**config.mk**
```make
export PLATFORM = sky130hd
export DESIGN_NAME = adp_id_engine
export DESIGN_NICKNAME = d
export VERILOG_FILES = /design/src/rtl/adp_id_pkg.sv /design/src/rtl/adp_sig_matcher.sv /design/src/rtl/adp_tmds_decode.sv /design/src/rtl/adp_id_engine.sv
export SDC_FILE = /design/constraint.sdc
export NUM_CORES = 1
export LEC_CHECK = 0
export BUFFER_PORTS_ARGS = -buffer_cell sky130_fd_sc_hd__buf_2
export CAP_MARGIN = 20
export CORE_ASPECT_RATIO = 0.75
export CORE_UTILIZATION = 54
export CTS_CLUSTER_DIAMETER = 50
export CTS_CLUSTER_SIZE = 25
export DETAILED_ROUTE_END_ITERATION = 12
export PLACE_DENSITY_LB_ADDON = 0.1
export SLEW_MARGIN = 20
export SYNTH_ARGS = -nofsm -noshare
export SYNTH_HDL_FRONTEND = slang
export SYNTH_SLANG_ARGS = --single-unit
```
**constraint.sdc**
```tcl
create_clock -name clk_i -period 5.3 [get_ports clk_i]
set_input_delay 1.06 -clock clk_i [delete_from_list [all_inputs] [get_ports clk_i]]
set_output_delay 1.06 -clock clk_i [all_outputs]
set_load 0.01 [all_outputs]
```
**src/rtl/adp_id_pkg.sv**
```systemverilog
package adp_id_pkg;

  typedef enum logic [2:0] {
    DT_NONE          = 3'd0,
    DT_DVI           = 3'd1,
    DT_HDMI          = 3'd2,
    DT_HDMI_MISMATCH = 3'd3
  } dongle_t;

  localparam int SIG_LEN   = 15;
  localparam int SKIP_IDX  = 3;
  localparam int EOT_OFS   = 15;
  localparam int ID_OFS    = 16;
  localparam int TMDS_OFS  = 29;
  localparam int BLOCK_LEN = 30;
  localparam logic [7:0] EOT_VAL  = 8'h04;
  localparam logic [7:0] ID_TYPE2 = 8'hA0;
  localparam logic [8*SIG_LEN-1:0] SIG_STR = "DP-HDMI ADAPTOR";

  function automatic logic [7:0] sig_char(input logic [4:0] idx);
    logic [7:0] c;
    c = 8'h00;
    for (int k = 0; k < SIG_LEN; k++)
      if (int'(idx) == k) c = SIG_STR[8*(SIG_LEN-1-k) +: 8];
    return c;
  endfunction

endpackage

```
**src/rtl/adp_sig_matcher.sv**
```systemverilog
module adp_sig_matcher
  import adp_id_pkg::*;
(
  input  logic       clk_i,
  input  logic       rst_ni,
  input  logic       clr_i,
  input  logic       vld_i,
  input  logic [7:0] byte_i,
  output logic       sig_bad_o,
  output logic       eot_bad_o,
  output logic       type2_o,
  output logic [7:0] tmds_reg_o
);

  localparam int IDX_W = $clog2(BLOCK_LEN + 1);
  localparam logic [IDX_W-1:0] IDX_MAX = '1;

  logic [IDX_W-1:0] idx_q;
  logic             sig_bad_q, eot_bad_q;
  logic [7:0]       id_q, tmds_q;

  always_ff @(posedge clk_i or negedge rst_ni) begin
    if (!rst_ni) begin
      idx_q     <= '0;
      sig_bad_q <= 1'b0;
      eot_bad_q <= 1'b1;
      id_q      <= '0;
      tmds_q    <= '0;
    end else if (clr_i) begin
      idx_q     <= '0;
      sig_bad_q <= 1'b0;
      eot_bad_q <= 1'b1;   // no terminator seen yet
      id_q      <= '0;
      tmds_q    <= '0;
    end else if (vld_i) begin
      if (idx_q != IDX_MAX) idx_q <= idx_q + 1'b1;
      if (int'(idx_q) < SIG_LEN && int'(idx_q) != SKIP_IDX &&
          byte_i != sig_char(5'(idx_q)))
        sig_bad_q <= 1'b1;
      if (int'(idx_q) == EOT_OFS)  eot_bad_q <= (byte_i != EOT_VAL);
      if (int'(idx_q) == ID_OFS)   id_q      <= byte_i;
      if (int'(idx_q) == TMDS_OFS) tmds_q    <= byte_i;
    end
  end

  assign sig_bad_o  = sig_bad_q;
  assign eot_bad_o  = eot_bad_q;
  assign type2_o    = (id_q == ID_TYPE2);
  assign tmds_reg_o = tmds_q;


  clr_state_chk: assert property (@(posedge clk_i) disable iff (!rst_ni)
    clr_i |=> (eot_bad_o && !sig_bad_o && !type2_o && tmds_reg_o == 8'h00));

endmodule

```
**src/rtl/adp_tmds_decode.sv**
```systemverilog
module adp_tmds_decode #(
  parameter int MIN_MHZ = 25,
  parameter int MAX_MHZ = 600,
  parameter int KHZ_W   = 20
) (
  input  logic [7:0]       reg_i,
  output logic             in_range_o,
  output logic [KHZ_W-1:0] khz_o
);

  localparam int MHZ_W = 10;

  logic [MHZ_W-1:0] mhz;

  // x2.5 with the half truncated
  assign mhz = {1'b0, reg_i, 1'b0} + {2'b00, reg_i[7:1]};

  assign in_range_o = (mhz != '0) && (mhz >= MHZ_W'(MIN_MHZ)) &&
                      (mhz <= MHZ_W'(MAX_MHZ));
  assign khz_o = KHZ_W'(mhz) * KHZ_W'(1000);


  always_comb begin
    if (in_range_o)
      tmds_range_chk: assert (khz_o >= KHZ_W'(MIN_MHZ * 1000) &&
                              khz_o <= KHZ_W'(MAX_MHZ * 1000));
  end

endmodule

```
**src/rtl/adp_id_engine.sv**
```systemverilog
module adp_id_engine
  import adp_id_pkg::*;
#(
  parameter logic [6:0] DEV_ADDR  = 7'h40,
  parameter int         MAX_TRIES = 3,
  parameter int         SAFE_KHZ  = 165000,
  parameter int         DVI_KHZ   = 165000,
  parameter int         MIN_MHZ   = 25,
  parameter int         MAX_MHZ   = 600,
  parameter int         KHZ_W     = 20
) (
  input  logic             clk_i,
  input  logic             rst_ni,
  input  logic             hpd_i,
  output logic             i2c_req_o,
  output logic [6:0]       i2c_addr_o,
  output logic [7:0]       i2c_offset_o,
  output logic [7:0]       i2c_len_o,
  input  logic             i2c_byte_vld_i,
  input  logic [7:0]       i2c_byte_i,
  input  logic             i2c_done_i,
  input  logic             i2c_ok_i,
  output logic [2:0]       type_o,
  output logic [KHZ_W-1:0] max_clk_khz_o,
  output logic             done_o
);

  localparam int ATT_W = (MAX_TRIES > 1) ? $clog2(MAX_TRIES) : 1;
  localparam logic [ATT_W-1:0] LAST_TRY = ATT_W'(MAX_TRIES - 1);
  localparam logic [KHZ_W-1:0] SAFE_V   = KHZ_W'(SAFE_KHZ);
  localparam logic [KHZ_W-1:0] DVI_V    = KHZ_W'(DVI_KHZ);

  typedef enum logic [1:0] {ST_IDLE, ST_CLEAR, ST_PROBE, ST_DECIDE} state_t;

  state_t           state_q;
  logic [ATT_W-1:0] attempt_q;
  dongle_t          type_q;
  logic [KHZ_W-1:0] clk_q;
  logic             done_q;

  logic             sig_bad, eot_bad, is_type2, in_range;
  logic [7:0]       tmds_reg;
  logic [KHZ_W-1:0] tmds_khz;
  dongle_t          dec_type;
  logic [KHZ_W-1:0] dec_khz;
  logic             sig_valid;

  adp_sig_matcher u_match (
    .clk_i      (clk_i),
    .rst_ni     (rst_ni),
    .clr_i      (state_q == ST_CLEAR),
    .vld_i      (i2c_byte_vld_i && state_q == ST_PROBE),
    .byte_i     (i2c_byte_i),
    .sig_bad_o  (sig_bad),
    .eot_bad_o  (eot_bad),
    .type2_o    (is_type2),
    .tmds_reg_o (tmds_reg)
  );

  adp_tmds_decode #(
    .MIN_MHZ (MIN_MHZ),
    .MAX_MHZ (MAX_MHZ),
    .KHZ_W   (KHZ_W)
  ) u_tmds (
    .reg_i      (tmds_reg),
    .in_range_o (in_range),
    .khz_o      (tmds_khz)
  );

  // text errors only matter once type 2 is known
  assign sig_valid = !eot_bad && !(is_type2 && sig_bad);

  always_comb begin
    dec_khz = SAFE_V;
    if (is_type2 && !in_range) begin
      dec_type = DT_DVI;
    end else begin
      dec_type = sig_valid ? DT_HDMI : DT_HDMI_MISMATCH;
      if (is_type2) dec_khz = tmds_khz;
    end
  end

  always_ff @(posedge clk_i or negedge rst_ni) begin
    if (!rst_ni) begin
      state_q   <= ST_IDLE;
      attempt_q <= '0;
      type_q    <= DT_NONE;
      clk_q     <= SAFE_V;
      done_q    <= 1'b0;
    end else begin
      done_q <= 1'b0;
      unique case (state_q)
        ST_IDLE: if (hpd_i) begin
          type_q    <= DT_NONE;
          clk_q     <= SAFE_V;
          attempt_q <= '0;
          state_q   <= ST_CLEAR;
        end
        ST_CLEAR: state_q <= ST_PROBE;
        ST_PROBE: if (i2c_done_i) begin
          if (i2c_ok_i) begin
            state_q <= ST_DECIDE;
          end else if (attempt_q == LAST_TRY) begin
            type_q  <= DT_DVI;
            clk_q   <= DVI_V;
            done_q  <= 1'b1;
            state_q <= ST_IDLE;
          end else begin
            attempt_q <= attempt_q + 1'b1;
            state_q   <= ST_CLEAR;
          end
        end
        ST_DECIDE: begin
          type_q  <= dec_type;
          clk_q   <= dec_khz;
          done_q  <= 1'b1;
          state_q <= ST_IDLE;
        end
        default: state_q <= ST_IDLE;
      endcase
    end
  end

  assign i2c_req_o     = (state_q == ST_PROBE);
  assign i2c_addr_o    = DEV_ADDR;
  assign i2c_offset_o  = 8'h00;
  assign i2c_len_o     = 8'(BLOCK_LEN);
  assign type_o        = type_q;
  assign max_clk_khz_o = clk_q;
  assign done_o        = done_q;


  done_pulse_chk: assert property (@(posedge clk_i) disable iff (!rst_ni)
    done_o |=> !done_o);


  start_default_chk: assert property (@(posedge clk_i) disable iff (!rst_ni)
    (state_q == ST_IDLE && hpd_i) |=> (type_o == 3'd0 && max_clk_khz_o == SAFE_V));


  retry_gap_chk: assert property (@(posedge clk_i) disable iff (!rst_ni)
    (i2c_req_o && i2c_done_i && !i2c_ok_i && attempt_q != LAST_TRY) |=> !i2c_req_o);


  all_fail_chk: assert property (@(posedge clk_i) disable iff (!rst_ni)
    (i2c_req_o && i2c_done_i && !i2c_ok_i && attempt_q == LAST_TRY) |=>
      (done_o && type_o == 3'd1 && max_clk_khz_o == DVI_V));


  no_req_at_done_chk: assert property (@(posedge clk_i) disable iff (!rst_ni)
    done_o |-> !i2c_req_o);

endmodule

```
==> reports/qor.yml <==
finalSetupViolCount: 0
min_period_ns: 5.13
layout.nets: 694
antenna_found_initial: 0
remaining_drc_errors: 0
hold_viol: 0
swShare_pct: 37.3
hold_slack_ns: 0.495
fin_area_mm2: 0.00569
final_common_cell: "inv_1"
h-tree-depth: 2
routed_wirelength_mm: 11.1
placed_cells_incl_taps: 691
port-buffer-count: 34
required_ns: 5.49
dieArea_mm2: 0.00964
grt_pass1_vias: 3497
critical_path_buf_inv_count: 1
cts_buffer_depth: 2
ctsHoldBuffers: 0
grt_pass1_wl_mm: 17.7
slowest_delay_ns: 0.58
crit_chain: "ha_2 > inv_1 > fa_2 > nand2b_4 > a21o_1 > a21oi_1 > or2_2 > and3_2 > ha_1 > fa_1 > fa_1 > ha_1 > ha_1 > a21o_1 > a21oi_2 > o2bb2ai_2 > nor4_2 > o211ai_1 > a32o_1"
dp_hpwl_mm: 8.61
cap_violations: 0
async_flop_share_pct: 100
post-route-period-util_pct: 96.8
grt_usage_pct: 23.4
core_mm2: 0.00871
drtAntennaViolNets: 0
postSynthCellCount: 550
seq_area_frac_synth_pct: 23.7
cp_top_family: "adder cells"
gr-total-overflow: 0
synth-seq-cells: 47
vias: 3962
worstSetupEndpointType: "flop"
crit_top_cell: "ha_1"
drt_iter0_drc: 273
power_uw: 1270
cts_tree: "yes"
switchingPower_uw: 474
crit_slowest_cell: "fa_1"
max_freq_mhz: 195
power.internal_uw: 796
drive_gt1_share_pct: 21.1
viasPerCell: 5.63
placed_cell_area_mm2: 0.00527
pwr-share-comb_pct: 33.0
synthesis.area_mm2: 0.00499
dieHeight_um: 85.3
hold_path_class: "reg2reg"
power_frac_seq_pct: 37.5
final_cells: 704
synth.avg_cell_area_um2: 9.07
synthFlopType: "dfrtp_1"
dr.pass1.iters: 5
cts.sinks: 47
arrival_ns: 5.32
initial_utilization_pct: 57.3
synth_edf_count: 0
clk_pin_slew_ns: 0.07
routedWlPerCell_um: 15.7
clkPwrFrac_pct: 29.5
worst_slew_pin_slew_ns: 0.900
grt_max_degree: 48
startpoint_type: "flop"
preCtsSetupSlack_ns: -0.0881
drv_slew: 0
io_pins: 62
ir_worst_vdd_uv: 152
yosys_warnings: 0
row_count: 29
die_x_um: 113
gp_congestion: 0.926
powerDensity_mw_per_mm2: 223
worst_skew_pair.late_latency_ns: 0.30
crit_type: "reg2reg"
setup_ws_ns: 0.170
fin_skew_ns: 0.00632
final_cell_mix: "inv_1, ha_1, nor2_1, dfrtp_1, buf_2"
synth_cell_types: 69
slew_headroom_pct: 39.7
syn2layout_area_growth_pct: 14.0
cp_max_fo: 5
cts_buffers: 5
status: "complete, no violations"
diodes: 0
p_leak_uw: 0.00285
cts.root.buffer_cell: "clkbuf_16"
cell families after synthesis:
| group | Yosys count | share of synthesized area (%) |
|---|---|---|
| and+or+nand+nor | 133 | 13.4 |
| buffers and inverters | 117 | 11.0 |
| AOI/OAI and AO/OA | 114 | 16.8 |
| adders and majority gates | 85 | 25.2 |
| DFF | 47 | 23.7 |
| xor gates and xnor gates | 30 | 5.26 |
| muxes | 22 | 4.44 |
| other | 2 | 0.150 |
cells in the mapped netlist (5+ instances only):
cell type,count,area (um2)
a21o_1,6,45.0
a21oi_1,24,120
a22o_1,5,43.8
a22o_2,5,50.1
buf_4,27,203
clkbuf_1,18,67.6
dfrtp_1,41,1030
dfstp_2,6,158
fa_1,26,521
ha_1,59,738
inv_1,68,255
mux2i_1,21,210
nand2_1,19,71.3
nand2b_1,6,37.5
nand3_1,6,30.0
nor2_1,51,191
nor2b_1,10,62.6
nor3_1,10,50.1
o21a_1,8,60.1
o21ai_0,18,90.1
xnor2_1,19,166
xor2_1,11,96.3
through the flow:
stage	util (%)	TNS, ns
after floorplan	-	0
after global placement	60.5	-0.0249
after detailed placement	60.5	-0.168
after CTS	62.7	0
after global routing	65.3	-0.0302
final	65.3	0
registers in the layout, indices dropped and copies added, names as in the netlist:
register            cells
max_clk_khz_o          17
u_match.id_q            8
u_match.tmds_reg_o      8
u_match.idx_q           5
attempt_q               2
state_q                 2
type_o                  2
done_o                  1
u_match.eot_bad_o       1
u_match.sig_bad_o       1
per-layer routing:
layer / GRT usage [%] / part of all wire [%]
met5: 0 / 0
met4: 3.59 / 0.73
met3: 4.21 / 4.7
met2: 31.6 / 40
met1: 38.4 / 54
power by group through the flow:
stage,Clock [uW],Combinational [uW],Sequential [uW]
after global placement,0,399,478
after detailed placement,0,415,481
after CTS,380,417,474
final,374,420,476
after global routing,391,471,486
after floorplan,0,350,447
area by class of cell:
class | instances | area (um2)
multi-input cells | 411 | 3550
fillers | 674 | 3020
flip-flops and latches | 47 | 1180
repair buffers | 62 | 387
inverters | 68 | 259
well taps | 108 | 135
clock buffers | 5 | 125
clock inverters | 3 | 46.3
worst paths after layout:
| check | start | to | slack (ns) | depth (start not counted) |
|---|---|---|---|---|
| setup / recovery | u_match.tmds_reg_o[2] | max_clk_khz_o[19] | 0.17 | 19 |
| hold / removal | max_clk_khz_o[16] | max_clk_khz_o[16] | 0.50 | 1 |
| setup reg to reg | u_match.tmds_reg_o[2] | max_clk_khz_o[19] | 0.17 | 19 |
| hold reg to reg | max_clk_khz_o[16] | max_clk_khz_o[16] | 0.50 | 1 |
| max in group asynchronous | rst_ni | u_match.id_q[3] | 4.13 | 1 |
| min in group asynchronous | rst_ni | max_clk_khz_o[9] | 0.76 | 1 |
timing repair:
| item | in CTS | in global routing |
|---|---|---|
| endpoints found under the setup margin | 2 | 6 |
| pin swaps | 0 | 12 |
| buffers inserted | 0 | 5 |
| resized for setup | 5 | 37 |
Power figures use the tool's default switching activity.
